[src/rtl/flash_wstat_pkg.sv]
package flash_wstat_pkg;

    typedef enum logic {
        OP_PROG  = 1'b0,
        OP_ERASE = 1'b1
    } wst_op_e;

    function automatic int cnt_width(input int reads);
        cnt_width = (reads < 1) ? 1 : $clog2(reads + 1);
    endfunction

endpackage

[src/rtl/wst_op_track.sv]
module wst_op_track
    import flash_wstat_pkg::*;
#(
    parameter int DATA_W       = 8,
    parameter int SETTLE_READS = 2,
    localparam int CNT_W       = cnt_width(SETTLE_READS),
    localparam int MSB         = DATA_W - 1
) (
    input  logic              clk,
    input  logic              rst_n,
    input  logic              op_start_i,
    input  logic              op_erase_i,
    input  logic [DATA_W-1:0] prog_byte_i,
    input  logic              op_done_i,
    input  logic              rd_i,
    output logic              busy_o,
    output logic              erase_o,
    output logic              start_acc_o,
    output logic              poll_bit_o,
    output logic              settle_o,
    output logic              true_msb_o
);

    typedef struct packed {
        logic             busy;
        wst_op_e          op;
        logic             msb;
        logic [CNT_W-1:0] cnt;
    } trk_t;

    trk_t st_d, st_q;
    logic start_acc, done_acc;

    always_comb begin
        st_d      = st_q;
        start_acc = op_start_i && !st_q.busy;
        done_acc  = op_done_i && st_q.busy;
        if (start_acc) begin
            st_d.busy = 1'b1;
            st_d.op   = op_erase_i ? OP_ERASE : OP_PROG;
            st_d.msb  = prog_byte_i[MSB];
            st_d.cnt  = '0;
        end else if (done_acc) begin
            st_d.busy = 1'b0;
            st_d.cnt  = CNT_W'(SETTLE_READS);
        end else if (!st_q.busy && rd_i && (st_q.cnt != '0)) begin
            st_d.cnt  = st_q.cnt - 1'b1;
        end
    end

    always_ff @(posedge clk) begin
        if (!rst_n) begin
            st_q <= '{busy: 1'b0, op: OP_PROG, msb: 1'b0, cnt: '0};
        end else begin
            st_q <= st_d;
        end
    end

    assign busy_o      = st_q.busy;
    assign erase_o     = (st_q.op == OP_ERASE);
    assign start_acc_o = start_acc;
    assign poll_bit_o  = (st_q.op == OP_PROG) ? ~st_q.msb : 1'b0;
    assign settle_o    = (st_q.cnt != '0);
    assign true_msb_o  = (st_q.op == OP_ERASE) ? 1'b1 : st_q.msb;

    // idle after reset
    assert_reset_idle_R1: assert property (@(posedge clk)
        !rst_n |=> !busy_o && !settle_o);

    // program polling bit is the inverse of the captured msb
    assert_prog_poll_R3: assert property (@(posedge clk) disable iff (!rst_n)
        (op_start_i && !busy_o && !op_erase_i) |=> (poll_bit_o == ~$past(prog_byte_i[MSB])));

    // start during an operation changes nothing
    assert_ignore_start_R8: assert property (@(posedge clk) disable iff (!rst_n)
        (busy_o && op_start_i && !op_done_i) |=> busy_o && $stable(erase_o) && $stable(poll_bit_o));

    // done while idle does not reload the settling window
    assert_ignore_done_R8: assert property (@(posedge clk) disable iff (!rst_n)
        (!busy_o && op_done_i && !op_start_i && !settle_o) |=> !settle_o && !busy_o);

    // each idle read inside the window uses up one settling read
    assert_settle_count_R7: assert property (@(posedge clk) disable iff (!rst_n)
        (!busy_o && rd_i && !op_start_i && st_q.cnt != '0) |=> (st_q.cnt == $past(st_q.cnt) - 1'b1));

    // accepted start cancels settling
    assert_start_cancel_R9: assert property (@(posedge clk) disable iff (!rst_n)
        start_acc |=> busy_o && !settle_o);

endmodule

[src/rtl/wst_toggle.sv]
module wst_toggle (
    input  logic clk,
    input  logic rst_n,
    input  logic start_acc_i,
    input  logic busy_i,
    input  logic rd_i,
    output logic tog_bit_o
);

    typedef struct packed {
        logic tog;
    } tog_t;

    tog_t st_d, st_q;

    always_comb begin
        st_d = st_q;
        if (start_acc_i) begin
            st_d.tog = 1'b0;
        end else if (busy_i && rd_i) begin
            st_d.tog = ~st_q.tog;
        end
    end

    always_ff @(posedge clk) begin
        if (!rst_n) begin
            st_q <= '{tog: 1'b0};
        end else begin
            st_q <= st_d;
        end
    end

    // the value the next busy read will show
    assign tog_bit_o = ~st_q.tog;

    // each busy read flips the toggle state
    assert_tog_flip_R5: assert property (@(posedge clk) disable iff (!rst_n)
        (busy_i && rd_i && !start_acc_i) |=> (tog_bit_o != $past(tog_bit_o)));

    // a new operation starts its sequence at 1
    assert_tog_restart_R9: assert property (@(posedge clk) disable iff (!rst_n)
        start_acc_i |=> tog_bit_o);

    // without a counted read the toggle state holds
    assert_tog_hold_R2: assert property (@(posedge clk) disable iff (!rst_n)
        (!rd_i && !start_acc_i) |=> $stable(tog_bit_o));

endmodule

[src/rtl/wst_out_reg.sv]
module wst_out_reg #(
    parameter int DATA_W = 8,
    localparam int POLL_BIT = DATA_W - 1,
    localparam int TOG_BIT  = DATA_W - 2
) (
    input  logic              clk,
    input  logic              rst_n,
    input  logic              rd_i,
    input  logic              busy_i,
    input  logic              erase_i,
    input  logic              poll_bit_i,
    input  logic              tog_bit_i,
    input  logic              settle_i,
    input  logic              true_msb_i,
    input  logic [DATA_W-1:0] array_byte_i,
    output logic [DATA_W-1:0] bus_byte_o,
    output logic              bus_valid_o
);

    typedef struct packed {
        logic [DATA_W-1:0] byte_v;
        logic              valid;
    } out_t;

    out_t st_d, st_q;
    logic [DATA_W-1:0] read_val;

    always_comb begin
        read_val = '0;
        if (busy_i) begin
            read_val[POLL_BIT] = poll_bit_i;
            read_val[TOG_BIT]  = tog_bit_i;
        end else if (settle_i) begin
            read_val[POLL_BIT] = true_msb_i;
        end else begin
            read_val = array_byte_i;
        end
    end

    always_comb begin
        st_d       = st_q;
        st_d.valid = rd_i;
        if (rd_i) begin
            st_d.byte_v = read_val;
        end
    end

    always_ff @(posedge clk) begin
        if (!rst_n) begin
            st_q <= '{byte_v: '0, valid: 1'b0};
        end else begin
            st_q <= st_d;
        end
    end

    assign bus_byte_o  = st_q.byte_v;
    assign bus_valid_o = st_q.valid;

    // a counted read produces a valid byte one cycle later
    assert_read_latency_R2: assert property (@(posedge clk) disable iff (!rst_n)
        rd_i |=> bus_valid_o);

    // no read, no valid, bus byte held
    assert_idle_hold_R2: assert property (@(posedge clk) disable iff (!rst_n)
        !rd_i |=> !bus_valid_o && $stable(bus_byte_o));

    // erase reports zero on the polling bit
    assert_erase_poll_R4: assert property (@(posedge clk) disable iff (!rst_n)
        (rd_i && busy_i && erase_i) |=> !bus_byte_o[POLL_BIT]);

    // low bits are zero during an operation
    assert_busy_low_R6: assert property (@(posedge clk) disable iff (!rst_n)
        (rd_i && busy_i) |=> (bus_byte_o[TOG_BIT-1:0] == '0));

endmodule

[src/rtl/flash_wstat_gen.sv]
module flash_wstat_gen #(
    parameter int DATA_W       = 8,
    parameter int SETTLE_READS = 2
) (
    input  logic              clk,
    input  logic              rst_n,
    input  logic              op_start_i,
    input  logic              op_erase_i,
    input  logic [DATA_W-1:0] prog_byte_i,
    input  logic              op_done_i,
    input  logic [DATA_W-1:0] array_byte_i,
    input  logic              chip_sel_i,
    input  logic              out_en_i,
    input  logic              rd_stb_i,
    output logic [DATA_W-1:0] bus_byte_o,
    output logic              bus_valid_o
);

    logic rd_q;
    logic busy, erase, start_acc, poll_bit, settle, true_msb, tog_bit;

    assign rd_q = rd_stb_i && chip_sel_i && out_en_i;

    wst_op_track #(
        .DATA_W       (DATA_W),
        .SETTLE_READS (SETTLE_READS)
    ) u_track (
        .clk         (clk),
        .rst_n       (rst_n),
        .op_start_i  (op_start_i),
        .op_erase_i  (op_erase_i),
        .prog_byte_i (prog_byte_i),
        .op_done_i   (op_done_i),
        .rd_i        (rd_q),
        .busy_o      (busy),
        .erase_o     (erase),
        .start_acc_o (start_acc),
        .poll_bit_o  (poll_bit),
        .settle_o    (settle),
        .true_msb_o  (true_msb)
    );

    wst_toggle u_tog (
        .clk         (clk),
        .rst_n       (rst_n),
        .start_acc_i (start_acc),
        .busy_i      (busy),
        .rd_i        (rd_q),
        .tog_bit_o   (tog_bit)
    );

    wst_out_reg #(
        .DATA_W (DATA_W)
    ) u_out (
        .clk          (clk),
        .rst_n        (rst_n),
        .rd_i         (rd_q),
        .busy_i       (busy),
        .erase_i      (erase),
        .poll_bit_i   (poll_bit),
        .tog_bit_i    (tog_bit),
        .settle_i     (settle),
        .true_msb_i   (true_msb),
        .array_byte_i (array_byte_i),
        .bus_byte_o   (bus_byte_o),
        .bus_valid_o  (bus_valid_o)
    );

    // a read in the accepted start cycle still reports pre-start state
    assert_start_read_R10: assert property (@(posedge clk) disable iff (!rst_n)
        (start_acc && rd_q && !busy && !settle) |=> (bus_byte_o == $past(array_byte_i)));

endmodule

[config.mk]
export PLATFORM = sky130hd
export DESIGN_NAME = flash_wstat_gen
export DESIGN_NICKNAME = d
export VERILOG_FILES = /design/src/rtl/flash_wstat_pkg.sv /design/src/rtl/wst_op_track.sv /design/src/rtl/wst_toggle.sv /design/src/rtl/wst_out_reg.sv /design/src/rtl/flash_wstat_gen.sv
export SDC_FILE = /design/constraint.sdc
export NUM_CORES = 1
export LEC_CHECK = 0
export ABC_AREA = 1
export CORE_UTILIZATION = 45
export DETAILED_ROUTE_END_ITERATION = 8
export DONT_BUFFER_PORTS = 1
export PLACE_DENSITY = 0.64
export SLEW_MARGIN = 20
export SYNTH_ARGS = -nofsm -noshare
export SYNTH_HDL_FRONTEND = slang
export SYNTH_SLANG_ARGS = --single-unit
[constraint.sdc]
create_clock -name clk -period 1.6 [get_ports clk]
set_input_delay 0.16 -clock clk [delete_from_list [all_inputs] [get_ports clk]]
set_output_delay 0.16 -clock clk [all_outputs]
set_load 0.1 [all_outputs]
Word level (Yosys, flattened, before mapping)

Cells that the tools add are included.

Flip-flop bits (word level): 15
Input port bits: 24
Output and inout bits: 9
Logic and storage cells: 36

$add $sub $neg: 1
Muxes and demuxes: 11
Bitwise operators: 3
Reductions and logical operators: 13

Operator list:

| kind                  | count |
|---|---|
| $logic_and A1 B1 Y1   | 7 |
| $mux W7               | 1 |
| $mux W1               | 6 |
| $mux W2               | 3 |
| $mux W6               | 1 |
| $reduce_bool A2 Y1    | 3 |
| $not A1 Y1            | 3 |
| $reduce_or A3 Y1      | 1 |
| $reduce_or A2 Y1      | 1 |
| $sub A2 B1 Y2 const B | 1 |
| $logic_not A1 Y1      | 1 |

Logic depth before layout (Yosys ltp)

Gate-level depths: netlist of the first run.

Depth after elaboration: 6
Mapped depth: 8
Mapped depth without buffers: 8

Cells and area by module

A second synthesis of the first run with hierarchy kept.

Cells, all modules: 98
Area total of the unflattened synthesis: 693.2 um^2

Modules (own cells, without submodules):

| module          | instances | cells an instance | area an instance (um^2) |
|---|---|---|---|
| wst_out_reg     | 1         | 49                | 367.9 |
| wst_op_track    | 1         | 38                | 260.2 |
| wst_toggle      | 1         | 8                 | 51.3 |
| flash_wstat_gen | 1         | 3                 | 13.8 |

Worst setup path before layout of the first run

No wires, ideal clock.

Kind: flip-flop to flip-flop
Start point: register u_out.bus_byte_o[7] (netlist name)
End point: register u_out.st_q, in the netlist u_out.bus_byte_o[7]
Setup time: 0.056 ns
Arrival time: 1.220 ns
Setup slack: 0.325 ns
Stages on the path, launching flop included: 5
Buffers on the path: 0
Cells stage by stage: dfxtp_1 nand2_1 nand3_1 nand2_1 inv_1

RTL lines:

| item                 | line              | RTL |
|---|---|---|
| to (signal assigned) | wst_out_reg.sv:50 | `st_q <= '{byte_v: '0, valid: 1'b0};` |
| to (signal assigned) | wst_out_reg.sv:52 | `st_q <= st_d;` |
| to (decl)            | wst_out_reg.sv:25 | `out_t st_d, st_q;` |

Worst setup path in the final report of the first run

Start point: register u_track.st_q[0] (netlist name)
End point: register u_out.st_q, in the netlist u_out.bus_byte_o[1]

Cells in the longest elaborated chain, start to end: 3

RTL lines:

| item                   | line               | RTL |
|---|---|---|
| from (decl)            | wst_op_track.sv:31 | `trk_t st_d, st_q;` |
| from (signal assigned) | wst_op_track.sv:53 | `st_q <= '{busy: 1'b0, op: OP_PROG, msb: 1'b0, cnt: '0};` |
| from (signal assigned) | wst_op_track.sv:55 | `st_q <= st_d;` |
| $reduce_bool A2 Y1     | wst_op_track.sv:63 | `assign settle_o = (st_q.cnt != '0);` |
| $mux W7                | wst_out_reg.sv:33  | `end else if (settle_i) begin` |
| $mux W6                | wst_out_reg.sv:30  | `if (busy_i) begin` |

Every way passes these cells.
A chain may end at the register's enable or synchronous reset.

==> impl_metrics.yaml, run 1 <==
yosys:
  synth_edf_count: 0
  avgSynthCellArea_um2: 7.39
  syn_inst: 89
  yosysSeqAreaShare_pct: 45.6
  synth_top_area_cell: "dfxtp_1"
  ys_ff_latch: 15
  ys.warnings.count: 0
  ys.flop_type: "dfxtp_1"
  synth_top_area_share_pct: 45.6
  synthArstFlopShare_pct: 0
  synthTopCellsByArea: "dfxtp_1 (46%), nand2_1 (14%), a21oi_1 (7.6%), inv_1 (5.1%), nand3_1 (4.6%)"
  synth_cell_type_count: 18
  synth_nets: 114
  syn_area_um2: 658
sta:
  setup_viol: 0
  worst_slew_pin_slew_ns: 0.323
  fin_worst_skew_ns: 0.00502
  whs_ns: -0.00468
  slew_headroom_pct: 78.4
  rsz0062_at_grt: "false"
  maxSlewViolCount: 0
  setup_ws_ns: 0.356
  fmax_mhz: 804
  layout_min_cycle_time_ns: 1.24
  fin_crit_sh_pct: 77.8
  final_hold_viol_count: 2
  timing.setup.tns_ns: 0
setup_path:
  critical_path_class: "flip-flop to flip-flop"
  cp-start-kind: "flip-flop"
  arrival_ns: 1.47
  crit_fanout: 6
  crit_path_end_kind: "flip-flop"
  worst_ep_required_time_ns: 1.83
floorplan:
  num_io_pins: 33
  initial_utilization_pct: 49.3
  fp.dieArea_um2: 1620
  core-area_um2: 1330
  die_h_um: 40.2
  num_rows: 13
  die_w_um: 40.2
placement:
  dp_hpwl_um: 906
  port_buffers: 0
  globalplace.congestion: 0.761
  dp_slack_ns: 0.348
  place_inst: 111
clock_tree:
  cts.clk_slew.worst_paths_ns: 0.10
  cts.sinks: 15
  clk_path_buf_depth: 2
  cts-root-buf: "clkbuf_4"
  numCtsBuffers: 3
  insertion_delay_ns: 0.29
  cts_tree: "done"
  h-tree-depth: 1
  postCtsSetupBuffers: 0
global_route:
  grt_pass1_vias: 478
  grt_usage_pct: 18.5
  overflow: 0
  antenna_found_initial: 0
  grt_pass1_wl_mm: 1.95
  grt_max_degree: 13
route:
  drt_iter0_markers: 11
  vias: 591
  antenna_left: 0
  drtPass1Iterations: 4
  drt-vias-per-instance: 4.93
  drt_wl_total_mm: 1.28
  wl_per_cell_um: 10.7
  drcViolationCount: 0
cells_and_area:
  drive_above_1_share_pct: 18.1
  multi_input_area_um2: 300
  seqCellArea_um2: 300
  area_delta_synth_final_pct: 22.4
  final_cells: 120
  layout.nets: 131
  nFillCells: 128
  antenna_cells: 0
  fin_util_pct: 60.4
run_status:
  run_status: "finished, violations left"
  violations: "hold timing"
hold_path:
  hold_class: "input port to flip-flop"
power_and_ir_drop:
  power.static_leakage_nw: 0.356
  max-vdd-ir-drop_v: 0.000624
  power_density_nw_per_um2: 940
job:
  cap_violations: 0
## critical path, cell delays in order (launching register included)
cell,delay [ns]
dfxtp_1,0.32
inv_1,0.07
ha_1,0.22
inv_2,0.08
nor3_4,0.27
nand2_1,0.09
a21oi_1,0.13
## stage by stage
stage	power [mW]	cell area (um2)
final	0.758	806
after global placement	0.528	728
after CTS	0.749	776
after global routing	0.787	806
after floorplan	0.513	658
after detailed placement	0.531	728
## flip-flops by register name, summed over array words and instances, names as in the netlist
| name | cells |
|---|---|
| u_track.erase_o | 1 |
| u_tog.st_q | 1 |
| u_out.bus_byte_o | 8 |
| u_track.st_q | 3 |
| u_out.bus_valid_o | 1 |
| u_track.busy_o | 1 |
## path summary, 6_finish.rpt
check / from / end / slack, ns / cells past startpoint
max: u_track.st_q[0]$_SDFFE_PP0P_ / u_out.bus_byte_o[1]$_SDFFE_PN0N_ / 0.36 / 6
min: array_byte_i[3] / u_out.bus_byte_o[3]$_SDFFE_PN0N_ / -0.005 / 2
max reg2reg: u_track.st_q[0]$_SDFFE_PP0P_ / u_out.bus_byte_o[1]$_SDFFE_PN0N_ / 0.36 / 6
min reg2reg: u_track.st_q[0]$_SDFFE_PP0P_ / u_track.st_q[0]$_SDFFE_PP0P_ / 0.47 / 2
## routing by layer
layer	up-vias	track usage (%)	wire (um)
li1	317	-	-
met1	253	22.9	586
met2	19	28.6	600
met3	2	5.56	80
met4	0	10.0	12
met5	-	0	0
## timing repair
action / CTS / global route
hold buffers: 2 / 3
hold endpoints to repair: 4 / 3
gates resized for setup: 0 / 0
## power breakdown
part | leakage, nW | total (mW) | switching, mW | internal [mW]
Sequential | 0.122 | 0.399 | 0.0112 | 0.388
Combinational | 0.216 | 0.132 | 0.0941 | 0.0380
Clock | 0.0177 | 0.226 | 0.133 | 0.0930
## Yosys cell counts (2+ instances only)
| cell type | n |
|---|---|
| o21ai_0 | 5 |
| nand2_1 | 25 |
| nor2_1 | 7 |
| nand3_1 | 6 |
| a21oi_1 | 10 |
| inv_1 | 9 |
| inv_2 | 2 |
| dfxtp_1 | 15 |
## layout make-up
type	instances	share of cell area (%)
sequential	15	37.3
multi-input combinational	61	37.3
timing repair buffer	14	14.6
inverter	11	5.12
clock buffer	3	2.80
tap	15	2.33
clock inverter	1	0.621
## layout by cell type, fill, tap and decap left out, drive strengths merged
cell | Yosys | routed
nand3 | 7 | 7
o21ai | 6 | 6
nand4 | 1 | 1
buf | 2 | 9
nand3b | 1 | 1
inv | 11 | 11
ha | 1 | 1
dlygate4sd3 | 0 | 5
nor2 | 8 | 8
dfxtp | 15 | 15
clkbuf | 0 | 3
a21oi | 10 | 10
clkinv | 0 | 1
nand2 | 26 | 26
nor3 | 1 | 1
## kinds of logic (layout without fill, tap and decap cells)
group           count (synthesis)  after routing  synth area share, %
compound gates                 16             16                 12.2
fa+ha+maj                       1              1                 1.90
buf+inv                        13             29                 8.74
flops                          15             15                 45.6
simple gates                   44             44                 31.6
Power figures use the tool's default switching activity.
==> run 2: changes to the inputs <==
--- a/config.mk
+++ b/config.mk
@@ -9,7 +9,7 @@
 export CORE_UTILIZATION = 45
 export DETAILED_ROUTE_END_ITERATION = 8
 export DONT_BUFFER_PORTS = 1
-export PLACE_DENSITY = 0.64
+export PLACE_DENSITY = 0.66
 export SLEW_MARGIN = 20
 export SYNTH_ARGS = -nofsm -noshare
 export SYNTH_HDL_FRONTEND = slang
==> constraint.sdc (replaced) <==
create_clock -name clk -period 1 [get_ports clk]
set_input_delay 0.1 -clock clk [delete_from_list [all_inputs] [get_ports clk]]
set_output_delay 0.1 -clock clk [all_outputs]
set_load 0.1 [all_outputs]
==> run 2 against run 1 <==
The run ends with hold timing, setup timing left. Non-clock buffer count rose by 9. Routed wire length grew 19%. Global-route usage increased by 2.6 points. Critical path depth unchanged. Clock skew about the same. Via count is 11% higher. Count of clock-buffer cells in the layout rose by 1. First-iteration DRC count is 27% lower. Design area grew 27%. Total power increased by 69%. Combinational power up 110%.
==> impl_metrics.yaml, run 2 (synthesis results as in run 1) <==
power_and_ir_drop:
  switching_share_pct: 30.6
  power_density_nw_per_um2: 1250
  internal_power_mw: 0.891
  clock_power_share_pct: 27.8
  pwr-share-seq_pct: 50.2
  power.switching_mw: 0.394
  power.static_leakage_nw: 0.423
  pwr-share-comb_pct: 22.0
  max-vdd-ir-drop_v: 0.000876
clock_tree:
  h-tree-depth: 1
  numCtsBuffers: 3
  cts.sinks: 15
  insertion_delay_ns: 0.28
  cts_tree: "done"
  cts.clk_slew.worst_paths_ns: 0.10
  cts-root-buf: "clkbuf_4"
  clk_path_buf_depth: 2
run_status:
  violations: "hold timing, setup timing"
  run_status: "finished, violations left"
job:
  cap_violations: 0
cells_and_area:
  layout.nets: 140
  layout_common_cells: "nand2_1 (24), dfxtp_2 (12), dlygate4sd3_1 (8)"
  final_common_cell: "nand2_1"
  antenna_cells: 0
  drive_above_1_share_pct: 38.6
  area_delta_synth_final_pct: 55.5
  stdcell_area_um2: 1020
  largest_reg_flops: 8
  final_cells: 129
placement:
  globalplace.congestion: 0.796
  dp_slack_ns: -0.257
  placed_area_um2: 873
  dp_hpwl_mm: 1.07
  port_buffers: 0
  place_inst: 115
sta:
  rsz0062_at_grt: "true"
  maxSlewViolCount: 0
  fmax_mhz: 855
  fin_worst_skew_ns: 0.00487
  slew_headroom_pct: 79.2
  fin_crit_sh_pct: 117
  final_hold_viol_count: 2
  worst_slew_pin_slew_ns: 0.311
  whs_ns: -0.0146
  layout_min_cycle_time_ns: 1.17
  setup_ws_ns: -0.169
  setup_viol: 10
floorplan:
  num_rows: 13
  die_h_um: 40.2
  num_io_pins: 33
  fp.dieArea_um2: 1620
  initial_utilization_pct: 49.3
  die_w_um: 40.2
  core-area_um2: 1330
route:
  vias: 655
  drt_wl_total_mm: 1.52
  drtPass1Iterations: 6
  drcViolationCount: 0
  drt-vias-per-instance: 5.08
  wl_per_cell_um: 11.8
  antenna_left: 0
  drt_iter0_markers: 8
hold_path:
  hold_class: "input port to flip-flop"
  min_from: "prog_byte_i[7]"
  hold_path_depth: 2
  holdPathEnd: "u_track.st_q[2]$_SDFFE_PN0P_"
setup_path:
  worst_ep_required_time_ns: 1.21
  critPathBufInv: 2
  cp-start-kind: "flip-flop"
  slowest_delay_ns: 0.33
  crit_path_end_kind: "flip-flop"
  slowest_stage: "dfxtp_2"
  worstReg2RegEnd: "u_out.bus_byte_o[4]$_SDFFE_PN0N_"
  reg2reg_from: "u_track.st_q[0]$_SDFFE_PP0P_"
  critical_path_class: "flip-flop to flip-flop"
  crit_fanout: 6
  worstRegToRegCells: 6
  crit_chain: "inv_2 > ha_4 > inv_4 > nor3_4 > nand2_1 > a21oi_2"
  r2r_setup_slack_ns: -0.17
  cp_top_family: "simple AND/OR/NAND/NOR gates"
  arrival_ns: 1.38
global_route:
  grt_pass1_wl_mm: 2.24
  grt_pass1_vias: 542
  grt_max_degree: 9
  overflow: 0
  grt_usage_pct: 21.1
  antenna_found_initial: 0
run 2: changes by cell type in the layout (fill, tap and decap cells not counted), moves of 3 or more:
cell / delta
dfxtp_1: -12
dfxtp_2: +12
buf_12: +7
a21oi_1: -3
a21oi_2: +3
buf_4: -3
dlygate4sd3_1: +3
run 2: worst max-delay path by stage:
stage / start / endpoint / slack, ns / depth (start not counted)
floorplan: u_track.st_q[1]$_SDFFE_PP0P_ / u_out.bus_byte_o[0]$_SDFFE_PN0N_ / -0.04 / 6
CTS: u_track.st_q[0]$_SDFFE_PP0P_ / u_out.bus_byte_o[4]$_SDFFE_PN0N_ / -0.18 / 6
global route: u_track.st_q[0]$_SDFFE_PP0P_ / u_out.bus_byte_o[4]$_SDFFE_PN0N_ / -0.26 / 6
detailed placement: u_track.st_q[1]$_SDFFE_PP0P_ / u_out.bus_byte_o[4]$_SDFFE_PN0N_ / -0.26 / 6
global placement: u_track.st_q[1]$_SDFFE_PP0P_ / u_out.bus_byte_o[0]$_SDFFE_PN0N_ / -0.16 / 6
finish: u_track.st_q[0]$_SDFFE_PP0P_ / u_out.bus_byte_o[4]$_SDFFE_PN0N_ / -0.17 / 6
run 2: routing by layer:
metal | vias up | GRT usage (%) | wire length (um)
li1 | 337 | - | -
met1 | 302 | 26.9 | 653
met2 | 16 | 34.3 | 807
met3 | 0 | 5.56 | 58
met4 | 0 | 7.50 | 0
met5 | - | 0 | 0
run 2: power groups by stage:
stage	Sequential [mW]	Clock (mW)	Combinational, mW
after floorplan	0.730	0	0.0991
after CTS	0.645	0.355	0.274
after detailed placement	0.657	0	0.241
after global placement	0.656	0	0.236
final	0.645	0.357	0.282
after global routing	0.649	0.379	0.303
run 2: metrics by stage:
step | TNS, ns | total power, mW | utilization, % | hold slack, ns
2_1_floorplan | -0.172 | 0.829 | - | 0.193
3_3_place_gp | -0.876 | 0.892 | 65.5 | 0.197
3_5_place_dp | -1.29 | 0.898 | 65.5 | 0.200
4_1_cts | -1.10 | 1.27 | 75.5 | -0.0851
5_1_grt | -1.90 | 1.33 | 76.7 | -0.00134
6_report | -1.02 | 1.28 | 76.7 | -0.0146
run 2: final cells by class:
| cell class | instances | area (um2) |
|---|---|---|
| sequential | 15 | 315 |
| fill | 94 | 310 |
| inverter | 11 | 43.8 |
| timing repair buffer | 23 | 288 |
| multi-input combinational | 61 | 332 |
| tap | 15 | 18.8 |
| clock buffer | 4 | 26.3 |
run 2: what timing repair did:
| item | CTS | global route |
|---|---|---|
| pin swaps | 9 | 3 |
| gates resized for setup | 8 | 2 |
| buffers inserted | 2 | 0 |
| endpoints found under the setup margin | 12 | 10 |
| endpoints found under the hold margin | 11 | 5 |
| hold buffers | 7 | 1 |
